**src/rtl/privop_pkg.sv**
```systemverilog
`timescale 1ns/1ps
package privop_pkg;

    localparam int OP_W      = 3;
    localparam int PRIV_W    = 2;
    localparam int VERDICT_W = 2;
    localparam int LVL_W     = 2;
    localparam int XMODE_W   = LVL_W + 1;

    typedef enum logic [PRIV_W-1:0] {
        PRV_USER  = 2'b00,
        PRV_SUPER = 2'b01,
        PRV_MACH  = 2'b11
    } priv_e;

    typedef enum logic [OP_W-1:0] {
        OP_WAIT     = 3'd0,
        OP_FENCE_VM = 3'd1,
        OP_HFENCE_V = 3'd2,
        OP_HFENCE_G = 3'd3,
        OP_HLOAD    = 3'd4,
        OP_HSTORE   = 3'd5,
        OP_HLOAD_X  = 3'd6,
        OP_RSVD     = 3'd7
    } op_e;

    typedef enum logic [VERDICT_W-1:0] {
        VERDICT_OK   = 2'b00,
        VERDICT_ILL  = 2'b01,
        VERDICT_VIRT = 2'b10
    } verdict_e;

    localparam logic [LVL_W-1:0] LVL_USER      = 2'b00;
    localparam logic [LVL_W-1:0] LVL_SUPER     = 2'b01;
    localparam logic [LVL_W-1:0] LVL_SUPER_SUM = 2'b10;

    typedef struct packed {
        logic              two_stage;
        logic [LVL_W-1:0]  lvl;
    } xmode_t;

    typedef struct packed {
        priv_e priv;
        logic  virt;
        logic  has_s;
        logic  tw;
        logic  tvm;
        logic  vtw;
        logic  vtvm;
        logic  hu;
        logic  prev_super;
        logic  vs_sum;
    } ctx_t;

    typedef struct packed {
        verdict_e verdict;
        logic     halt;
        xmode_t   xmode;
    } outcome_t;

    localparam xmode_t XMODE_NONE = '{two_stage: 1'b0, lvl: LVL_USER};

    function automatic logic is_hyp_access(op_e op);
        return (op == OP_HLOAD) || (op == OP_HSTORE) || (op == OP_HLOAD_X);
    endfunction

    function automatic logic is_hyp_fence(op_e op);
        return (op == OP_HFENCE_V) || (op == OP_HFENCE_G);
    endfunction

endpackage

```
**src/rtl/privop_wait_rule.sv**
```systemverilog
`timescale 1ns/1ps
module privop_wait_rule
    import privop_pkg::*;
(
    input  ctx_t     ctx,
    output verdict_e verdict,
    output logic     halt
);
    logic in_user;
    logic in_super;
    logic trap_ill;
    logic trap_virt;

    assign in_user  = (ctx.priv == PRV_USER);
    assign in_super = (ctx.priv == PRV_SUPER);

    // timeout-wait trap, or user wait with supervisor present outside a guest
    assign trap_ill  = ((in_super || (!ctx.has_s && in_user)) && ctx.tw)
                     || (ctx.has_s && in_user && !ctx.virt);
    // guest user, or guest supervisor with virtual timeout-wait
    assign trap_virt = ctx.virt && (in_user || (in_super && ctx.vtw));

    always_comb begin
        verdict = VERDICT_OK;
        halt    = 1'b0;
        if (trap_ill) begin
            verdict = VERDICT_ILL;
        end else if (trap_virt) begin
            verdict = VERDICT_VIRT;
        end else begin
            halt = 1'b1;
        end
    end
endmodule

```
**src/rtl/privop_fence_rule.sv**
```systemverilog
`timescale 1ns/1ps
module privop_fence_rule
    import privop_pkg::*;
(
    input  op_e      op,
    input  ctx_t     ctx,
    output verdict_e verdict
);
    logic in_user;
    logic in_super;
    logic in_mach;

    assign in_user  = (ctx.priv == PRV_USER);
    assign in_super = (ctx.priv == PRV_SUPER);
    assign in_mach  = (ctx.priv == PRV_MACH);

    always_comb begin
        verdict = VERDICT_OK;
        unique case (op)
            OP_FENCE_VM: begin

                if (!ctx.virt) begin
                    if (in_user || (in_super && ctx.tvm)) verdict = VERDICT_ILL;
                end else if (in_user || ctx.vtvm) begin
                    verdict = VERDICT_VIRT;
                end
            end
            OP_HFENCE_V, OP_HFENCE_G: begin
                // ahead of R6
                if (op == OP_HFENCE_G && in_super && !ctx.virt && ctx.tvm) begin
                    verdict = VERDICT_ILL;
                end else if (ctx.virt) begin
                    verdict = VERDICT_VIRT;
                end else if (!(in_mach || in_super)) begin
                    verdict = VERDICT_ILL;
                end
            end
            default: verdict = VERDICT_ILL;
        endcase
    end
endmodule

```
**src/rtl/privop_hyp_rule.sv**
```systemverilog
`timescale 1ns/1ps
module privop_hyp_rule
    import privop_pkg::*;
(
    input  op_e      op,
    input  ctx_t     ctx,
    output verdict_e verdict,
    output xmode_t   xmode
);
    logic       sum_applies;
    xmode_t     mode_calc;


    always_comb begin
        verdict = VERDICT_OK;
        if (ctx.priv == PRV_MACH) begin
            verdict = VERDICT_OK;
        end else if (ctx.virt) begin
            verdict = VERDICT_VIRT;
        end else if (ctx.priv == PRV_USER && !ctx.hu) begin
            verdict = VERDICT_ILL;
        end
    end

    // execute-permission loads never take the user-access override
    assign sum_applies = (op != OP_HLOAD_X) && ctx.prev_super && ctx.vs_sum;

    always_comb begin
        mode_calc.two_stage = 1'b1;
        if (sum_applies)         mode_calc.lvl = LVL_SUPER_SUM;
        else if (ctx.prev_super) mode_calc.lvl = LVL_SUPER;
        else                     mode_calc.lvl = LVL_USER;
    end

    assign xmode = (verdict == VERDICT_OK) ? mode_calc : XMODE_NONE;
endmodule

```
**src/rtl/privop_screen.sv**
```systemverilog
`timescale 1ns/1ps
module privop_screen
    import privop_pkg::*;
(
    input  logic                 clk,
    input  logic                 rst,
    input  logic                 req_valid,
    input  logic [OP_W-1:0]      req_op,
    input  logic [PRIV_W-1:0]    req_priv,
    input  logic                 req_virt,
    input  logic                 cfg_has_smode,
    input  logic                 ctl_tw,
    input  logic                 ctl_tvm,
    input  logic                 ctl_vtw,
    input  logic                 ctl_vtvm,
    input  logic                 ctl_hu,
    input  logic                 hyp_prev_super,
    input  logic                 vs_user_access,
    output logic                 rsp_valid,
    output logic [VERDICT_W-1:0] rsp_verdict,
    output logic                 rsp_halt,
    output logic [XMODE_W-1:0]   rsp_xmode
);
    op_e      op;
    ctx_t     ctx;
    verdict_e wait_v;
    logic     wait_halt;
    verdict_e fence_v;
    verdict_e hyp_v;
    xmode_t   hyp_mode;
    outcome_t next_out;
    outcome_t held;

    assign op             = op_e'(req_op);
    assign ctx.priv       = priv_e'(req_priv);
    assign ctx.virt       = req_virt;
    assign ctx.has_s      = cfg_has_smode;
    assign ctx.tw         = ctl_tw;
    assign ctx.tvm        = ctl_tvm;
    assign ctx.vtw        = ctl_vtw;
    assign ctx.vtvm       = ctl_vtvm;
    assign ctx.hu         = ctl_hu;
    assign ctx.prev_super = hyp_prev_super;
    assign ctx.vs_sum     = vs_user_access;

    privop_wait_rule u_wait (
        .ctx     (ctx),
        .verdict (wait_v),
        .halt    (wait_halt)
    );

    privop_fence_rule u_fence (
        .op      (op),
        .ctx     (ctx),
        .verdict (fence_v)
    );

    privop_hyp_rule u_hyp (
        .op      (op),
        .ctx     (ctx),
        .verdict (hyp_v),
        .xmode   (hyp_mode)
    );

    // only the owning rule may raise halt or a mode
    always_comb begin
        next_out = '{verdict: VERDICT_ILL, halt: 1'b0, xmode: XMODE_NONE};
        if (op == OP_WAIT) begin
            next_out.verdict = wait_v;
            next_out.halt    = wait_halt;
        end else if (op == OP_FENCE_VM || is_hyp_fence(op)) begin
            next_out.verdict = fence_v;
        end else if (is_hyp_access(op)) begin
            next_out.verdict = hyp_v;
            next_out.xmode   = hyp_mode;
        end
    end

    // one register stage, updated only on a strobe
    always_ff @(posedge clk) begin
        if (rst) begin
            rsp_valid <= 1'b0;
            held      <= '{verdict: VERDICT_OK, halt: 1'b0, xmode: XMODE_NONE};
        end else begin
            rsp_valid <= req_valid;
            if (req_valid) held <= next_out;
        end
    end

    assign rsp_verdict = held.verdict;
    assign rsp_halt    = held.halt;
    assign rsp_xmode   = held.xmode;

    assert_rsp_follows_R1: assert property (@(posedge clk) disable iff (rst)
        req_valid |=> rsp_valid);

    assert_rsp_quiet_R1: assert property (@(posedge clk) disable iff (rst)
        !req_valid |=> (!rsp_valid && $stable(rsp_verdict) && $stable(rsp_xmode)));

    assert_verdict_code_R2: assert property (@(posedge clk) disable iff (rst)
        rsp_verdict != 2'b11);

    assert_mach_wait_halts_R4: assert property (@(posedge clk) disable iff (rst)
        (req_valid && req_op == OP_WAIT && req_priv == PRV_MACH) |=> rsp_halt);

    assert_user_fence_traps_R5: assert property (@(posedge clk) disable iff (rst)
        (req_valid && req_op == OP_FENCE_VM && req_priv == PRV_USER)
        |=> (rsp_verdict != VERDICT_OK));

    assert_hyp_mach_ok_R8: assert property (@(posedge clk) disable iff (rst)
        (req_valid && req_priv == PRV_MACH && req_op >= OP_HLOAD && req_op <= OP_HLOAD_X)
        |=> (rsp_verdict == VERDICT_OK && rsp_xmode[XMODE_W-1]));

    assert_mode_two_stage_R9: assert property (@(posedge clk) disable iff (rst)
        (rsp_xmode != '0) |-> (rsp_xmode[XMODE_W-1] && rsp_verdict == VERDICT_OK));

    assert_halt_only_ok_R10: assert property (@(posedge clk) disable iff (rst)
        rsp_halt |-> (rsp_verdict == VERDICT_OK && rsp_xmode == '0));
endmodule

```
**config.mk**
```make
export PLATFORM = sky130hd
export DESIGN_NAME = privop_screen
export DESIGN_NICKNAME = d
export VERILOG_FILES = /design/src/rtl/privop_pkg.sv /design/src/rtl/privop_wait_rule.sv /design/src/rtl/privop_fence_rule.sv /design/src/rtl/privop_hyp_rule.sv /design/src/rtl/privop_screen.sv
export SDC_FILE = /design/constraint.sdc
export NUM_CORES = 1
export LEC_CHECK = 0
export CORE_AREA = 2 2 39 41
export CTS_BUF_LIST = sky130_fd_sc_hd__clkbuf_8
export CTS_CLUSTER_DIAMETER = 200
export DETAILED_ROUTE_END_ITERATION = 8
export DIE_AREA = 0 0 41 43
export MAX_ROUTING_LAYER = met4
export PLACE_DENSITY = 0.69
export SETUP_SLACK_MARGIN = 0.15
export SYNTH_ARGS = -nofsm -noshare
export SYNTH_HDL_FRONTEND = slang
export SYNTH_SLANG_ARGS = --single-unit
```
**constraint.sdc**
```tcl
create_clock -name clk -period 1.5 [get_ports clk]
set_input_delay 0.3 -clock clk [delete_from_list [all_inputs] [get_ports clk]]
set_output_delay 0.3 -clock clk [all_outputs]
set_load 0.05 [all_outputs]
```
### After elaboration in Yosys (flattened, before gate mapping)

Index checks and enable logic that the tools add are counted.

| cells by class | value |
|---|---|
| equality and inequality tests | 9 |
| multiplexer cells | 24 |
| reduce and logical (&&, ||, !) cells | 30 |

Operators with widths:

| cell | count |
|---|---|
| 2-bit two-way mux | 12 |
| 1-bit logical AND | 13 |
| 3-bit two-way mux | 4 |
| 1-bit logical OR | 10 |
| 3-bit equality test, second input constant | 3 |
| 1-bit two-way mux | 7 |
| 3-bit by 2-bit equality test with 1-bit output, second input constant | 2 |
| 2-bit zero test | 2 |
| 2-bit case mux with 2 select lines | 1 |
| 3-bit by 1-bit equality test with 1-bit output, second input constant | 1 |
| 1-bit zero test | 3 |
| 3-bit zero test | 1 |
| 3-bit inequality test, second input constant | 1 |
| 2-bit by 1-bit equality test with 1-bit output, second input constant | 1 |
| 2-bit equality test, second input constant | 1 |
| 2-bit OR reduction | 1 |

| word-level totals | value |
|---|---|
| register bits after elaboration | 7 |
| bits of input ports | 17 |
| output and inout port bits | 7 |

### Longest topological paths before layout

Gate-level depths: netlist of the first run.

| logic depth | value |
|---|---|
| word-level depth | 10 |
| mapped depth | 5 |

### Cells and area by module

Synthesis of the first run repeated with hierarchy kept, for this count alone.

| second synthesis, totals | value |
|---|---|
| cells, all modules | 63 |
| area total of the unflattened synthesis | 511.7 µm² |

By module, submodules not included:

| module | instances | cells each | area an instance (µm²) | seq. area each (µm²) |
|---|---|---|---|---|
| privop_screen | 1 | 35 | 311.5 | 140.1 |
| privop_wait_rule | 1 | 12 | 71.3 | 0.0 |
| privop_fence_rule | 1 | 8 | 65.1 | 0.0 |
| privop_hyp_rule | 1 | 8 | 63.8 | 0.0 |

### Least setup slack after synthesis of the first run

Ideal clock, no wire load.

| timing path | value |
|---|---|
| path type | input-to-reg |
| from | input req_op[2] |
| to | register held (netlist bit rsp_verdict[0]) |
| data arrival time | 1.110 ns |
| slack | 0.273 ns |
| stages | 5 |
| buffers on the path | 1 |
| cell sequence | buf_4 > nor3_1 > o31a_2 > o21ai_0 > a31o_2 |

| between the ends | value |
|---|---|
| cells in the longest elaborated chain, start to end | 8 |

Ends and longest elaborated chain:

| item | line | text |
|---|---|---|
| start, declared | privop_screen.sv:8 | `input logic [OP_W-1:0] req_op,` |
| 3-bit by 2-bit equality test with 1-bit output | privop_pkg.sv:68, privop_fence_rule.sv:19, privop_fence_rule.sv:30 |  |
| 1-bit logical AND (3 in a row) | privop_fence_rule.sv:30 | `if (op == OP_HFENCE_G && in_super && !ctx.virt && ctx.tvm) begin` |
| 2-bit two-way mux | privop_fence_rule.sv:30 |  |
| 2-bit case mux with 2 select lines | privop_fence_rule.sv:19 | `unique case (op)` |
| 2-bit two-way mux | privop_screen.sv:71 | `end else if (op == OP_FENCE_VM \|\| is_hyp_fence(op)) begin` |
| 2-bit two-way mux (*) | privop_screen.sv:68 | `if (op == OP_WAIT) begin` |
| end signal, assigned | privop_screen.sv:83 | `held <= '{verdict: VERDICT_OK, halt: 1'b0, xmode: XMODE_NONE};` |
| end signal, assigned | privop_screen.sv:86 | `if (req_valid) held <= next_out;` |
| end, declared | privop_screen.sv:32 | `outcome_t held;` |

Every way passes the cells marked *; elsewhere a longest branch is shown, timed or not.
A chain may end at the register's enable or synchronous reset.

### Worst setup path after layout of the first run

| timing path | value |
|---|---|
| from | input req_priv[0] |
| to | register held (netlist bit rsp_verdict[1]) |

| between the ends | value |
|---|---|
| cells in the longest elaborated chain, start to end | 8 |

Ends and longest elaborated chain:

| item | line | text |
|---|---|---|
| start, declared | privop_screen.sv:9 | `input logic [PRIV_W-1:0] req_priv,` |
| 2-bit by 1-bit equality test with 1-bit output | privop_wait_rule.sv:15, privop_fence_rule.sv:14 |  |
| 1-bit logical AND (3 in a row) | privop_fence_rule.sv:30 |  |
| 2-bit two-way mux | privop_fence_rule.sv:30 |  |
| 2-bit case mux with 2 select lines | privop_fence_rule.sv:19 |  |
| 2-bit two-way mux | privop_screen.sv:71 |  |
| 2-bit two-way mux (*) | privop_screen.sv:68 |  |

Marks and branches as above.

==> qor.csv, run 1 <==
stage,metric,value,unit
synthesis,Post-synth ARST share,0,
floorplan,die height,43,µm
global_routing,initial antenna violation count,0,
global_routing,vias in the first global route,532,
final_layout,diodes inserted,0,
setup_path,"CP delay by family, top",compound AO/OA/AOI/OAI gates,
sta,Final Hold Fails,0,
drt,remaining antenna violation count,0,
floorplan,Row Count,14,
final_layout,final design utilization,0.6320,
clocking,CTS tree,done,
synthesis,synth warn,0,
sta,Setup TNS Final,0,ns
setup_path,CP Max Fanout,5,
synthesis,Seq cells post-synth,7,
drt,metal2 WL,660,µm
drt,DRT met1 WL,557,µm
placement,port bufs,23,
setup_path,WP buf/inv,3,
setup_path,Critical Path AT,1.35,ns
final_layout,Layout area overhead,103.2,%
synthesis,most common flop cell mapped by yosys,dfxtp_1,
drt,Via Count,542,
setup_path,reg2reg setup slack,0.71,ns
setup_path,type of origin of the critical path,primary input,
floorplan,core area,0.001384,mm²
clocking,hold buffer count at CTS,0,
power_and_ir_drop,worst vdd ir,0.2984,mV
clocking,CTS sink count,7,
sta,period utilization,0.8114,
floorplan,io pins,24,
sta,final hold slack,0.5026,ns
drt,number of remaining DRC errors,0,
synthesis,"Net Count, Synth",73,
clocking,CTS Buf Count,3,
clocking,clk buf depth,2,
drt,highest routed layer,met4,
global_routing,first-pass GRT wire length,2.111,mm
placement,HPWL Detailed,1.027,mm
floorplan,Initial Util,0.3110,
power_and_ir_drop,Leak,0.3693,nW
global_routing,largest net degree at the start of global routing,9,
synthesis,largest family of logic cells by synthesized area,compound AO/OA/AOI/OAI gates,
setup_path,WS Path Type,in -> reg,
setup_path,"Req. time, crit path",1.63,ns
floorplan,Die W,41,µm
placement,GPL Wtd Cong,0.8234,
global_routing,gr usage total,0.1797,
outcome,status,"finished, final reports clean",
drt,First-pass DRT Iterations,4,
placement,Post-Place Worst Slack,-0.2949,ns
synthesis,mux contribution to synthesized area,0,
sta,Worst slew margin,0.7886,
sta,Clock Skew,0,ns
synthesis,Post-Synthesis Cells,56,
synthesis,Post-Synth Simple-Gate Area,0.2791,
drt,vias per inst,5.065,
synthesis,"Seq/Total Area, Yosys",0.3256,
sta,Final WS setup,0.2829,ns
sta,endpoints failing setup,0,
clocking,clock-pin slew on the worst setup and hold paths,0.04,ns
setup_path,Worst path max stage delay,0.31,ns
sta,Slew @ Worst Pin,0.3170,ns
setup_path,"Cell Chain, Critical Path","dlygate4sd2_1, buf_6, inv_2, o21ai_0, a221o_1, a311oi_1",
clocking,Root Driver,clkbuf_8,
sta,count of pins over their slew limit,0,
final_layout,fraction of layout cells with a size suffix above 1,0.3407,
synthesis,"EDFF count, synth",0,
setup_path,slowest CP cell,a221o_1,
sta,Max Clk Rate,821.6,MHz
drt,final wirelength,1.302,mm
synthesis,xor and xnor area share after synthesis,0,
final_layout,nets,109,
drt,drt wl/cell,12.17,µm
power_and_ir_drop,Power Dens Cells,732.9,mW/mm²
synthesis,"Avg Cell Area, Syn",7.686,µm²
setup_path,CP Capture Type,flop,
worst_hold_path,Hold Path Class,reg -> reg,
synthesis,Post-Syn Area,430.4,µm²
global_routing,global route overflow,0,
clocking,H-tree Lvls,1,
clocking,latest clock arrival within the worst-skew pair,0.22,ns
drt,Initial DRC Count,7,
synthesis,post-synthesis adder-cell area fraction,0,
drt,met3 WL,73,µm
floorplan,Die ar.,0.001763,mm²
clocking,setup bufs post-CTS,0,
synthesis,distinct cell type count after synthesis,26,
sta,Period minus WS final,1.217,ns
job,MaxCap Viol Count,0,
sta,RSZ-0062 raised after global routing,no,
synthesis,post-synthesis compound-gate area fraction,0.3343,
## cell usage after synthesis, types with 2 or more instances
| cell | n | area, µm² |
|---|---|---|
| a211oi_1 | 2 | 15.01 |
| a21oi_1 | 3 | 15.01 |
| buf_4 | 2 | 15.01 |
| dfxtp_1 | 7 | 140.1 |
| inv_1 | 3 | 11.26 |
| nand2_1 | 7 | 26.28 |
| nand2b_1 | 3 | 18.77 |
| nor2_1 | 8 | 30.03 |
| o2111ai_1 | 2 | 17.52 |
| o21ai_0 | 3 | 15.01 |
## cell type report
type	instances	area (µm²)
inverter	3	11.26
fill	134	509.2
sequential	7	140.1
multi-input combinational	44	295.3
clock buffer	3	41.29
tap	16	20.02
timing repair buffer	33	362.8
clock inverter	1	3.754
## repair_timing
| action | CTS | global route |
|---|---|---|
| endpoints found under the hold margin | 0 | 0 |
| endpoints found under the setup margin | 6 | 4 |
| pin swaps | 10 | 5 |
| gates resized for setup | 19 | 6 |
## per-stage QoR
step                      cells  total power, W  cell area [µm²]
after floorplan              56       0.0002755            430.4
after global placement      103       0.0003832            798.3
after detailed placement    103       0.0003857            798.3
final                       107       0.0006410            874.6
after CTS                   107       0.0006551            877.1
after global routing        107       0.0006742            874.6
## placed cells by master, fill, tap and decap left out, types with 2 or more instances in the layout
| master | Yosys | routed |
|---|---|---|
| clkbuf_8 | 0 | 3 |
| a21oi_1 | 3 | 3 |
| dlymetal6s2s_1 | 0 | 2 |
| buf_6 | 0 | 3 |
| clkbuf_2 | 0 | 2 |
| nor2_1 | 8 | 8 |
| nand2b_1 | 3 | 3 |
| dfxtp_1 | 7 | 7 |
| nand2_1 | 7 | 6 |
| buf_12 | 0 | 6 |
| dlygate4sd2_1 | 0 | 5 |
| clkdlybuf4s50_1 | 0 | 7 |
| inv_1 | 3 | 3 |
| o21ai_1 | 1 | 3 |
| buf_4 | 2 | 8 |
## layer usage
layer / vias up / global-route usage
met4: 0 / 0.1200
met2: 22 / 0.2781
met3: 2 / 0.01571
met1: 241 / 0.2077
met5: - / -
li1: 277 / -
## sequential cells by signal (all words and copies together), names as in the netlist
signal       count
rsp_verdict      2
rsp_xmode        3
rsp_valid        1
rsp_halt         1
## cells by family (layout without fill, tap and decap cells)
kind of cell,count (synthesis),count (layout)
AOI/OAI and AO/OA,19,19
buffers and inverters,5,40
DFF,7,7
and+or+nand+nor,25,25
## worst paths after layout
| path | start | to | cells past startpoint |
|---|---|---|---|
| worst max register to register | rsp_verdict[0] | rsp_verdict[0] | 2 |
| worst max-delay path | req_priv[0] | rsp_verdict[1] | 6 |
| worst min-delay path | rsp_xmode[1] | rsp_xmode[1] | 2 |
| worst min register to register | rsp_xmode[1] | rsp_xmode[1] | 2 |
## report_power, final
part | internal [W] | leakage, nW | switching, W
Sequential | 0.000195 | 0.0572 | 0.00000695
Clock | 0.000176 | 0.0269 | 0.0000771
Combinational | 0.0000966 | 0.285 | 0.0000889
## worst register-to-register path: stages (launching register included)
cell and delay [ns]:
dfxtp_1 0.33, nor3b_1 0.14, a31o_2 0.21
Power figures use the tool's default switching activity.
==> run 2: changes to the inputs <==
- clock period: 1.5 -> 1.2 ns (I/O delays scaled with it)
==> run 2 against run 1 <==
Compared with the run above: clock skew did not move; largest cell class unchanged; critical endpoint is now rsp_xmode[2]; highest routed layer unchanged; die area did not move; sequential power rose by 25%.
==> qor.csv, run 2 (synthesized netlist as in run 1, its figures left out) <==
stage,metric,value,unit,change
setup_path,RR Endpoint,rsp_verdict[0],,unchanged
drt,Initial DRC Count,16,,was 7
drt,met3 WL,97,µm,was 73 µm
floorplan,Row Count,14,,unchanged
drt,drt wl/cell,11.65,µm,was 12.17 µm
setup_path,"Cell Chain, Critical Path","buf_6, a21boi_4, a2111oi_4, buf_4, a21oi_2, nor2_1",,"was dlygate4sd2_1, buf_6, inv_2, o21ai_0, a221o_1, a311oi_1"
sta,Clock Skew,0,ns,unchanged
drt,final wirelength,1.281,mm,was 1.302 mm
setup_path,R2R cell count,2,,unchanged
clocking,latest clock arrival within the worst-skew pair,0.23,ns,was 0.22 ns
sta,Final WS setup,0.1706,ns,was 0.2829 ns
global_routing,global route overflow,0,,unchanged
placement,port bufs,23,,unchanged
setup_path,CP Max Fanout,4,,was 5
outcome,status,"finished, final reports clean",,unchanged
sta,Slew @ Worst Pin,0.3546,ns,was 0.3170 ns
sta,Final Hold Fails,0,,unchanged
clocking,clock-pin slew on the worst setup and hold paths,0.04,ns,about the same
setup_path,type of origin of the critical path,primary input,,unchanged
floorplan,core area,0.001384,mm²,unchanged
drt,remaining antenna violation count,0,,unchanged
job,MaxCap Viol Count,0,,unchanged
power_and_ir_drop,worst vdd ir,0.4234,mV,was 0.2984 mV
sta,Max Clk Rate,971.5,MHz,
drt,metal2 WL,623,µm,was 660 µm
final_layout,"most common cell after layout, fill and taps aside",buf_4,,
sta,final hold slack,0.4275,ns,was 0.5026 ns
clocking,hold buffer count at CTS,0,,unchanged
clocking,CTS sink count,7,,unchanged
drt,DRT met1 WL,542,µm,was 557 µm
setup_path,RR Startpoint,rsp_verdict[0],,unchanged
clocking,H-tree Lvls,1,,unchanged
global_routing,gr usage total,0.1854,,was 0.1797
drt,number of remaining DRC errors,0,,unchanged
setup_path,Critical Path AT,1.19,ns,was 1.35 ns
floorplan,Die W,41,µm,unchanged
clocking,Root Driver,clkbuf_8,,unchanged
sta,Worst slew margin,0.7618,,was 0.7886
final_layout,nets,112,,was 109
power_and_ir_drop,Leak,0.3998,nW,was 0.3693 nW
sta,Setup TNS Final,0,ns,unchanged
global_routing,initial antenna violation count,0,,unchanged
placement,GPL Wtd Cong,0.8405,,was 0.8234
setup_path,critical path capture point,rsp_xmode[2],,was rsp_verdict[1]
sta,period utilization,0.8578,,
sta,endpoints failing setup,0,,unchanged
final_layout,Largest register FFs,3,,unchanged
floorplan,Die ar.,0.001763,mm²,unchanged
floorplan,Initial Util,0.3110,,unchanged
placement,HPWL Detailed,1.033,mm,was 1.027 mm
setup_path,CP Capture Type,flop,,unchanged
final_layout,Layout area overhead,125.9,%,was 103.2%
power_and_ir_drop,Power Dens Cells,872.9,mW/mm²,was 732.9 mW/mm²
final_layout,fraction of layout cells with a size suffix above 1,0.5213,,was 0.3407
sta,Period minus WS final,1.029,ns,
sta,count of pins over their slew limit,0,,unchanged
floorplan,io pins,24,,unchanged
global_routing,first-pass GRT wire length,2.180,mm,was 2.111 mm
setup_path,reg2reg setup slack,0.42,ns,was 0.71 ns
drt,Via Count,567,,was 542
worst_hold_path,Hold Path Class,in -> reg,,was reg -> reg
setup_path,Worst path max stage delay,0.40,ns,was 0.31 ns
drt,highest routed layer,met4,,unchanged
setup_path,critical path startpoint,req_virt,,was req_priv[0]
placement,Post-Place Worst Slack,-0.5248,ns,was -0.2949 ns
clocking,clk buf depth,2,,unchanged
clocking,CTS Buf Count,3,,unchanged
setup_path,slowest CP cell,a2111oi_4,,was a221o_1
setup_path,WS Path Type,in -> reg,,unchanged
sta,RSZ-0062 raised after global routing,yes,,was no
clocking,CTS tree,done,,unchanged
final_layout,diodes inserted,0,,unchanged
drt,First-pass DRT Iterations,4,,unchanged
drt,vias per inst,5.155,,was 5.065
setup_path,WP buf/inv,2,,was 3
setup_path,"Req. time, crit path",1.36,ns,was 1.63 ns
setup_path,stages on the worst setup path,6,,unchanged
floorplan,die height,43,µm,unchanged
final_layout,final design utilization,0.7025,,was 0.6320
global_routing,vias in the first global route,537,,was 532
global_routing,largest net degree at the start of global routing,9,,unchanged
final_layout,"commonest cells after routing, fill and taps aside","buf_4, nor2_1, buf_12, dfxtp_1, nand2_1",,"was nor2_1, buf_4, clkdlybuf4s50_1, dfxtp_1"
setup_path,"CP delay by family, top",compound AO/OA/AOI/OAI gates,,unchanged
run 2: worst min-delay path by stage:
stage,from,endpoint,cells after the start
after floorplan,rst,rsp_halt,1
final,req_op[2],rsp_xmode[1],5
after global routing,req_op[2],rsp_xmode[1],5
after global placement,rsp_halt,rsp_halt,2
after CTS,req_op[2],rsp_xmode[1],5
after detailed placement,rsp_halt,rsp_halt,2
run 2: worst register-to-register path: stages (launching register included):
cell	delay [ns]
dfxtp_1	0.32
nor3b_1	0.14
a31o_2	0.21
run 2: final cells by class:
| type | instances | area (µm²) |
|---|---|---|
| clock buffers | 3 | 41.29 |
| repair buffers | 36 | 394.1 |
| multi-input cells | 44 | 359.1 |
| fillers | 108 | 411.6 |
| flip-flops and latches | 7 | 140.1 |
| inverters | 3 | 13.76 |
| clock inverters | 1 | 3.754 |
| well taps | 16 | 20.02 |
run 2: what timing repair did:
item                       in CTS  in global routing
gates resized for setup        46                 18
setup buffers                   1                  1
gates cloned                    0                  0
pin swaps                      12                  9
setup endpoints to repair       6                  4
run 2: power breakdown:
part | total [W] | switching [W] | internal (W)
registers | 0.000253 | 0.00000976 | 0.000244
clock network | 0.000326 | 0.000105 | 0.000221
logic | 0.000269 | 0.000126 | 0.000143
run 2: stage by stage:
step                cells  instance area [µm²]  power (W)
finish                110                972.2  0.0008487
global route          110                972.2  0.0008868
CTS                   109                937.1  0.0008419
detailed placement    104                835.8  0.0004956
global placement      104                835.8  0.0004915
floorplan              56                459.2  0.0003517
run 2: per-layer routing:
layer  vias to the layer above  GRT usage
li1                        286          -
met5                         -          -
met3                         2    0.05236
met4                         0    0.08000
met2                        25     0.2750
met1                       254     0.2258
